===== src/rtl/adc_tad_pkg.sv =====
package adc_tad_pkg;
  typedef enum logic {RES_LO = 1'b0, RES_HI = 1'b1} res_mode_e;

  function automatic int min_mult(input int tcy_ps, input int min_ps);
    return (min_ps + tcy_ps - 1) / tcy_ps;
  endfunction
endpackage


===== src/rtl/tad_divider.sv =====
module tad_divider #(
  parameter int DIV_W = 8
) (
  input  logic             clk_i,
  input  logic             rst_ni,
  input  logic             run_i,
  input  logic             restart_i,
  input  logic             use_alt_i,
  input  logic             alt_en_i,
  input  logic [DIV_W-1:0] div_i,
  output logic             tick_o
);
  localparam logic [DIV_W-1:0] ONE = 1;

  logic [DIV_W-1:0] cnt_q;

  always_comb begin
    if (!run_i)         tick_o = 1'b0;
    else if (use_alt_i) tick_o = alt_en_i;
    else                tick_o = (cnt_q == div_i);
  end

  always_ff @(posedge clk_i or negedge rst_ni) begin
    if (!rst_ni)                               cnt_q <= '0;
    else if (!run_i || restart_i || tick_o)    cnt_q <= '0;
    else if (!use_alt_i)                       cnt_q <= cnt_q + ONE;
  end


  cnt_bound_chk: assert property (@(posedge clk_i) disable iff (!rst_ni)
    (run_i && !use_alt_i) |-> (cnt_q <= div_i));


  idle_cnt_chk: assert property (@(posedge clk_i) disable iff (!rst_ni)
    !run_i |=> (cnt_q == '0));
endmodule


===== src/rtl/conv_sequencer.sv =====
module conv_sequencer #(
  parameter int DIV_W   = 8,
  parameter int TADS_LO = 12,
  parameter int TADS_HI = 14
) (
  input  logic             clk_i,
  input  logic             rst_ni,
  input  logic             start_i,
  input  logic             tick_i,
  input  logic [DIV_W-1:0] div_i,
  input  logic             src_sel_i,
  input  logic             hires_i,
  output logic             accept_o,
  output logic             busy_o,
  output logic             done_o,
  output logic [DIV_W-1:0] div_q_o,
  output logic             src_q_o
);
  import adc_tad_pkg::*;

  localparam int TCW = $clog2(TADS_HI + 1);
  localparam logic [TCW-1:0] ONE     = 1;
  localparam logic [TCW-1:0] LAST_LO = TCW'(TADS_LO - 1);
  localparam logic [TCW-1:0] LAST_HI = TCW'(TADS_HI - 1);

  logic [TCW-1:0] tad_cnt_q;
  logic [TCW-1:0] last_q;
  res_mode_e      mode;

  assign mode     = res_mode_e'(hires_i);
  assign accept_o = start_i && !busy_o;

  always_ff @(posedge clk_i or negedge rst_ni) begin
    if (!rst_ni) begin
      busy_o    <= 1'b0;
      done_o    <= 1'b0;
      tad_cnt_q <= '0;
      last_q    <= LAST_LO;
      div_q_o   <= '0;
      src_q_o   <= 1'b0;
    end else begin
      done_o <= 1'b0;
      if (accept_o) begin
        busy_o    <= 1'b1;
        tad_cnt_q <= '0;
        last_q    <= (mode == RES_HI) ? LAST_HI : LAST_LO;
        div_q_o   <= div_i;
        src_q_o   <= src_sel_i;
      end else if (busy_o && tick_i) begin
        if (tad_cnt_q == last_q) begin
          busy_o <= 1'b0;
          done_o <= 1'b1;
        end else begin
          tad_cnt_q <= tad_cnt_q + ONE;
        end
      end
    end
  end


  done_not_busy_chk: assert property (@(posedge clk_i) disable iff (!rst_ni)
    done_o |-> !busy_o);


  done_pulse_chk: assert property (@(posedge clk_i) disable iff (!rst_ni)
    done_o && !accept_o |=> !done_o);


  tad_cnt_bound_chk: assert property (@(posedge clk_i) disable iff (!rst_ni)
    busy_o |-> (tad_cnt_q <= last_q));


  cfg_hold_chk: assert property (@(posedge clk_i) disable iff (!rst_ni)
    busy_o |=> (!busy_o || ($stable(div_q_o) && $stable(src_q_o) && $stable(last_q))));
endmodule


===== src/rtl/tad_cfg_check.sv =====
module tad_cfg_check #(
  parameter int DIV_W      = 8,
  parameter int TCY_PS     = 8000,
  parameter int MIN_TAD_PS = 75000
) (
  input  logic [DIV_W-1:0] div_i,
  input  logic             src_sel_i,
  output logic             too_fast_o
);
  import adc_tad_pkg::*;

  localparam int MULT = min_mult(TCY_PS, MIN_TAD_PS);

  generate
    if (MULT <= 1) begin : g_never
      assign too_fast_o = 1'b0;
    end else if (MULT > (1 << DIV_W)) begin : g_always
      assign too_fast_o = !src_sel_i;
    end else begin : g_cmp
      localparam logic [DIV_W:0] LIM = (DIV_W + 1)'(MULT - 1);
      assign too_fast_o = !src_sel_i && ({1'b0, div_i} < LIM);
    end
  endgenerate
endmodule


===== src/rtl/adc_tad_gen.sv =====
module adc_tad_gen #(
  parameter int DIV_W      = 8,
  parameter int TADS_LO    = 12,
  parameter int TADS_HI    = 14,
  parameter int TCY_PS     = 8000,
  parameter int MIN_TAD_PS = 75000
) (
  input  logic             clk_i,
  input  logic             rst_ni,
  input  logic [DIV_W-1:0] div_i,
  input  logic             src_sel_i,
  input  logic             hires_i,
  input  logic             alt_en_i,
  input  logic             start_i,
  output logic             tad_tick_o,
  output logic             busy_o,
  output logic             done_o,
  output logic             overrun_o,
  output logic             too_fast_o
);
  logic             accept;
  logic [DIV_W-1:0] div_q;
  logic             src_q;

  conv_sequencer #(
    .DIV_W(DIV_W), .TADS_LO(TADS_LO), .TADS_HI(TADS_HI)
  ) i_seq (
    .clk_i, .rst_ni, .start_i,
    .tick_i    (tad_tick_o),
    .div_i, .src_sel_i, .hires_i,
    .accept_o  (accept),
    .busy_o, .done_o,
    .div_q_o   (div_q),
    .src_q_o   (src_q)
  );

  tad_divider #(.DIV_W(DIV_W)) i_div (
    .clk_i, .rst_ni,
    .run_i     (busy_o),
    .restart_i (accept),
    .use_alt_i (src_q),
    .alt_en_i,
    .div_i     (div_q),
    .tick_o    (tad_tick_o)
  );

  tad_cfg_check #(
    .DIV_W(DIV_W), .TCY_PS(TCY_PS), .MIN_TAD_PS(MIN_TAD_PS)
  ) i_cfg (
    .div_i, .src_sel_i, .too_fast_o
  );

  always_ff @(posedge clk_i or negedge rst_ni) begin
    if (!rst_ni)                  overrun_o <= 1'b0;
    else if (start_i && busy_o)   overrun_o <= 1'b1;
  end


  overrun_sticky_chk: assert property (@(posedge clk_i) disable iff (!rst_ni)
    overrun_o |=> overrun_o);


  overrun_busy_chk: assert property (@(posedge clk_i) disable iff (!rst_ni)
    $rose(overrun_o) |-> $past(busy_o));


  tick_idle_chk: assert property (@(posedge clk_i) disable iff (!rst_ni)
    !busy_o |-> !tad_tick_o);
endmodule


===== config.mk =====
export PLATFORM = sky130hd
export DESIGN_NAME = adc_tad_gen
export DESIGN_NICKNAME = d
export VERILOG_FILES = /design/src/rtl/adc_tad_pkg.sv /design/src/rtl/tad_divider.sv /design/src/rtl/conv_sequencer.sv /design/src/rtl/tad_cfg_check.sv /design/src/rtl/adc_tad_gen.sv
export SDC_FILE = /design/constraint.sdc
export NUM_CORES = 1
export LEC_CHECK = 0
export ABC_AREA = 1
export BUFFER_PORTS_ARGS = -buffer_cell sky130_fd_sc_hd__clkbuf_2
export CAP_MARGIN = 30
export CORE_ASPECT_RATIO = 1.2
export CORE_MARGIN = 2
export CORE_UTILIZATION = 58
export CTS_BUF_LIST = sky130_fd_sc_hd__clkbuf_4 sky130_fd_sc_hd__clkbuf_8
export DETAILED_ROUTE_END_ITERATION = 10
export PLACE_DENSITY = 0.78
export SYNTH_ARGS = -nofsm -noshare
export SYNTH_HDL_FRONTEND = slang
export SYNTH_SLANG_ARGS = --single-unit

===== constraint.sdc =====
create_clock -name clk_i -period 1.8 [get_ports clk_i]
set_input_delay 0.18 -clock clk_i [delete_from_list [all_inputs] [get_ports clk_i]]
set_output_delay 0.18 -clock clk_i [all_outputs]
set_load 0.01 [all_outputs]

==> results of run 1 <==
-- through the flow --
stage	instance area [µm²]	utilization (%)	setup TNS [ns]	hold slack [ns]	power, mW
finish	1600	71.0	0	0.0766	2.28
global route	1600	71.0	-0.0263	0.0804	2.48
CTS	1540	68.0	0	0.0799	2.19
detailed placement	1470	65.3	0	0.225	1.79
global placement	1470	65.3	0	0.222	1.74
floorplan	1350	-	0	-0.116	1.58
-- flip-flops by register name, indices dropped and copies added (netlist names) --
name	cells
i_div.cnt_q	8
i_seq.tad_cnt_q	4
i_seq.src_q_o	1
i_seq.busy_o	1
overrun_o	1
i_seq.div_q_o	8
i_seq.last_q	2
i_seq.done_o	1
-- critical path: stages, from the launching register on --
cell	delay [ns]
dfrtp_1	0.47
xnor2_1	0.16
nand2_1	0.07
nor2_1	0.11
nand2_1	0.08
nand2_1	0.07
nand2_2	0.09
inv_2	0.07
buf_6	0.09
-- timing repair --
action / CTS / global route
buffers inserted: 0 / 8
hold buffers: 1 / 0
setup endpoints to repair: 0 / 1
resized for setup: 0 / 6
endpoints found under the hold margin: 25 / 0
-- synth_stat cells --
cell type  count
nand2_2        4
dfrtp_1       25
o22ai_1        1
nand4_2        2
nor2_2         2
buf_2          2
or2_0          1
nor2_1         9
dfstp_2        1
nand3_1        8
a31oi_1        1
or2_1          1
nand2_1       45
xnor2_1        6
a21oi_1        3
xor2_1         1
inv_2          3
o21a_1         1
o21ai_0       14
nor3_2         1
a21oi_2        1
nand4_1        2
nor3_1         5
ha_1           2
inv_1         27
a21o_1         1
-- power by group through the flow --
stage	Clock (mW)	Sequential (mW)	Combinational, mW
6_report	0.393	0.975	0.911
5_1_grt	0.434	0.994	1.05
4_1_cts	0.397	0.973	0.820
3_5_place_dp	0	0.987	0.806
3_3_place_gp	0	0.973	0.771
2_1_floorplan	0	0.938	0.639
-- layer usage --
metal	track usage [%]	part of all wire, %	vias to the layer above
met5	0	0	-
met1	26.2	42	536
met2	37.9	55	12
met4	5.79	1.4	0
li1	-	-	586
met3	3.22	1.5	4
-- worst paths after layout --
| kind | startpoint | depth (start not counted) | end | slack [ns] |
|---|---|---|---|---|
| worst max register to register | i_div.cnt_q[0] | 11 | i_seq.tad_cnt_q[3] | 0.21 |
| worst min-delay path | hires_i | 3 | i_seq.last_q[1] | 0.08 |
| max in group asynchronous | rst_ni | 2 | i_div.cnt_q[1] | 0.97 |
| worst max-delay path | i_div.cnt_q[0] | 8 | tad_tick_o | 0.10 |
| worst min register to register | overrun_o | 1 | overrun_o | 0.48 |
| min in group asynchronous | rst_ni | 2 | i_div.cnt_q[0] | 0.39 |
-- logic make-up after synthesis --
group                      count (synthesis)  synth area share [%]
and+or+nand+nor                           80                  27.1
buffers and inverters                     32                  9.10
DFF                                       26                  48.4
AOI/OAI and AO/OA                         22                  9.01
xor gates and xnor gates                   7                  4.55
adders and majority gates                  2                  1.86
-- layout make-up --
type / count / area [µm²]
fillers: 183 / 654
flip-flops and latches: 26 / 653
multi-input cells: 111 / 573
repair buffers: 28 / 174
inverters: 30 / 113
well taps: 31 / 38.8
clock inverters: 1 / 30.0
clock buffers: 3 / 22.5
==> impl_metrics.yaml, run 1 <==
sta:
  fmax_ghz: 0.589
  finalSetupViolations: 0
  finalMaxSlewViolations: 0
  setup_slack_ns: 0.102
  hold_viol_final: 0
  rsz0062_at_grt: "yes"
  worst_slew_pin_slew_ns: 0.630
  finalCritPeriodShare_pct: 94.3
  max_slew_margin_pct: 58.0
  period_needed_ns: 1.70
  skew_ns: 0.00115
setup_path:
  required_ns: 1.62
  crit_arrival_ns: 1.52
  worstSetupEndpointType: "primary output"
  crit_type: "flop to primary output"
  cp_max_fo: 5
  start_kind: "flop"
drt:
  vias: 1138
  drc: 0
  final_antenna_net_count: 0
  via_per_inst: 4.95
  wl_per_cell_um: 11.4
  drtIter0Drc: 28
  wirelength_mm: 2.63
  first_pass_iters: 4
placed_design:
  gp_congestion: 0.789
  dp.cells: 217
  portBuffers: 18
  place_ws_ns: 0.357
  dpl.hpwl_mm: 1.96
finish:
  area_delta_synth_final_pct: 19.0
  fin_cells: 230
  final_common_cell: "nand2_1"
  final_cell_mix: "nand2_1, inv_1, dfrtp_1"
  final_layout_size_suffix_gt1_share_pct: 24.6
  layout.nets: 216
  diodes: 0
pwr:
  max-vdd-ir-drop_uv: 964
  power_leakage_nw: 0.861
  pwr-share-seq_pct: 42.8
  power.internal_mw: 1.42
  netSwitchingFraction_pct: 37.8
  clkPwrFrac_pct: 17.2
  p_switching_uw: 861
  power.density_mw_per_mm2: 1420
  comb_power_share_pct: 40.0
logic_synthesis:
  synth_seq_cells: 26
  yosysSeqAreaShare_pct: 48.4
  synth_cells: 169
  yosysTopAreaCell: "dfrtp_1"
  syn_nets: 185
  syn_avg_cell_area_um2: 7.97
  synth_cell_type_count: 26
  ys_warn_count: 0
  syn_area_mm2: 0.00135
  synth.area.top_cells: "dfrtp_1, nand2_1, inv_1"
  yosysTopAreaCellShare_pct: 46.4
die:
  die_x_um: 48
  coreArea_mm2: 0.00226
  io_pins: 19
  start_util_pct: 59.7
  die_h_um: 56.8
  dieArea_mm2: 0.00273
  rows: 19
clock_tree:
  clk_pin_slew_ns: 0.14
  cts_buffer_depth: 2
  cts_tree: "built"
  clk_latency_ns: 0.31
  cts_max_level: 1
  cts_sinks: 26
  cts_buffers: 3
  root_buffer: "clkbuf_4"
global_routing:
  antenna_found_initial: 0
  track_usage_pct: 21.6
  grt_max_degree: 27
  first_global_vias: 1062
  grt_pass1_wl_mm: 4.29
  grt-ovfl-total: 0
hold_path:
  min_path_type: "primary input to flop"
run:
  cap_violations: 0
outcome:
  status: "finished clean"
(Power assumes the default switching activity.)
==> run 2: changes to the inputs <==
- PLACE_DENSITY: 0.78 -> default
- PLACE_DENSITY_LB_ADDON: default -> 0.1
==> impl_metrics.yaml, run 2 (synthesis results as in run 1) <==
setup_path:
  crit_buf_inv: 2
  rrSetupSlack_ns: 0.34
  required_ns: 1.62
  crit_family: "flip-flops"
  crit_arrival_ns: 1.53
  ff2ff_path_depth: 10
  worstSetupEndpointType: "primary output"
  cp_max_fo: 6
  timing.rr.start: "i_div.cnt_q[0]"
  start_kind: "flop"
  timing.rr.end: "i_seq.tad_cnt_q[3]"
  cp_slowest_cell: "dfrtp_2"
  crit_type: "flop to primary output"
  cp_slowest_stage_delay_ns: 0.47
  crit_top_cell: "nand2_1"
  crit_chain: "xnor2_1 > nand2_1 > nor2_1 > nand2_1 > nand2_1 > nand2_2 > inv_2 > buf_6"
die:
  die_h_um: 56.8
  die_x_um: 48
  start_util_pct: 59.7
  rows: 19
  io_pins: 19
  coreArea_mm2: 0.00226
  dieArea_mm2: 0.00273
clock_tree:
  clk_pin_slew_ns: 0.13
  cts_max_level: 1
  root_buffer: "clkbuf_4"
  cts_sinks: 26
  clk_latency_ns: 0.32
  cts_buffers: 3
  cts_tree: "built"
  cts_buffer_depth: 2
sta:
  rsz0062_at_grt: "yes"
  worst_slew_pin_slew_ns: 0.637
  finalCritPeriodShare_pct: 95.0
  finalSetupViolations: 0
  finalMaxSlewViolations: 0
  max_slew_margin_pct: 57.5
  period_needed_ns: 1.71
  skew_ns: 0.00972
  fmax_ghz: 0.585
  hold_viol_final: 0
hold_path:
  min_path_type: "primary input to flop"
  hold_depth: 3
  min_from: "hires_i"
  hold_end: "i_seq.last_q[2]"
global_routing:
  track_usage_pct: 22.9
  grt_pass1_wl_mm: 4.49
  first_global_vias: 1118
  antenna_found_initial: 0
  grt-ovfl-total: 0
  grt_max_degree: 27
placed_design:
  gp_congestion: 0.770
  dpl.hpwl_mm: 1.90
  portBuffers: 18
outcome:
  status: "finished clean"
finish:
  final_cell_mix: "nand2_1, inv_1, dfrtp_1"
  final_common_cell: "nand2_1"
  area_delta_synth_final_pct: 15.0
  final_layout_size_suffix_gt1_share_pct: 22.2
  utilization_pct: 68.6
  diodes: 0
  fillers: 189
  layout.nets: 211
  seq_area_um2: 653
  top_regs: "i_div.cnt_q: 8 flops, i_seq.div_q_o: 8 flops, i_seq.tad_cnt_q: 4 flops"
  multi_input_area_um2: 573
drt:
  final_antenna_net_count: 0
  vias: 1117
  first_pass_iters: 4
  wirelength_mm: 2.56
  drtIter0Drc: 25
  via_per_inst: 4.96
  wl_per_cell_um: 11.4
  drc: 0
pwr:
  power_leakage_nw: 0.829
  max-vdd-ir-drop_uv: 932
  p_total_mw: 2.09
  power.density_mw_per_mm2: 1350
run:
  cap_violations: 0
## run 2: metrics by stage
stage          area [µm²]  setup slack (ns)  hold slack, ns  setup TNS [ns]  std cells
6_report             1550            0.0894          0.0927               0        225
5_1_grt              1550           -0.0752          0.0926         -0.0752        225
4_1_cts              1520            0.0310          0.0859               0        222
3_5_place_dp         1470             0.348           0.235               0        217
3_3_place_gp         1470             0.360           0.226               0        217
2_1_floorplan        1350             0.531          -0.116               0        169
## run 2: worst max path at each step
stage / startpoint / endpoint / slack, ns / depth (start not counted)
3_3_place_gp: i_div.cnt_q[5] / i_seq.tad_cnt_q[1] / 0.36 / 12
2_1_floorplan: i_div.cnt_q[0] / i_seq.tad_cnt_q[2] / 0.53 / 10
6_report: i_div.cnt_q[0] / tad_tick_o / 0.09 / 8
5_1_grt: i_div.cnt_q[6] / tad_tick_o / -0.08 / 8
3_5_place_dp: i_div.cnt_q[5] / i_seq.tad_cnt_q[3] / 0.35 / 12
4_1_cts: i_div.cnt_q[6] / tad_tick_o / 0.03 / 8
## run 2: area by class of cell
type | instances | share of cell area, %
flip-flops and latches | 26 | 42.1
multi-input cells | 111 | 37.0
repair buffers | 23 | 8.80
inverters | 30 | 7.26
well taps | 31 | 2.50
clock buffers | 4 | 2.34
## run 2: tightest hold or removal path, cell delays in order
cell and delay (ns):
clkbuf_2 0.07, nand2_1 0.06, o21ai_0 0.06
## run 2: what timing repair did
item	CTS	global route
endpoints found under the setup margin	0	1
buffers inserted	0	3
hold buffers	1	0
resized for setup	0	5
endpoints found under the hold margin	25	0
## run 2: report_power, final
group          switching, mW  total [mW]  internal (mW)
logic                  0.477       0.830          0.353
clock network          0.168       0.292          0.124
registers              0.187       0.972          0.785
total                  0.832        2.09           1.26
## run 2: layer usage
layer	vias to the layer above	wire length [µm]	track usage, %
met5	-	0	0
met4	0	15	10.0
met3	2	32	3.22
met2	13	1440	37.5
met1	521	1080	28.5
li1	581	-	-
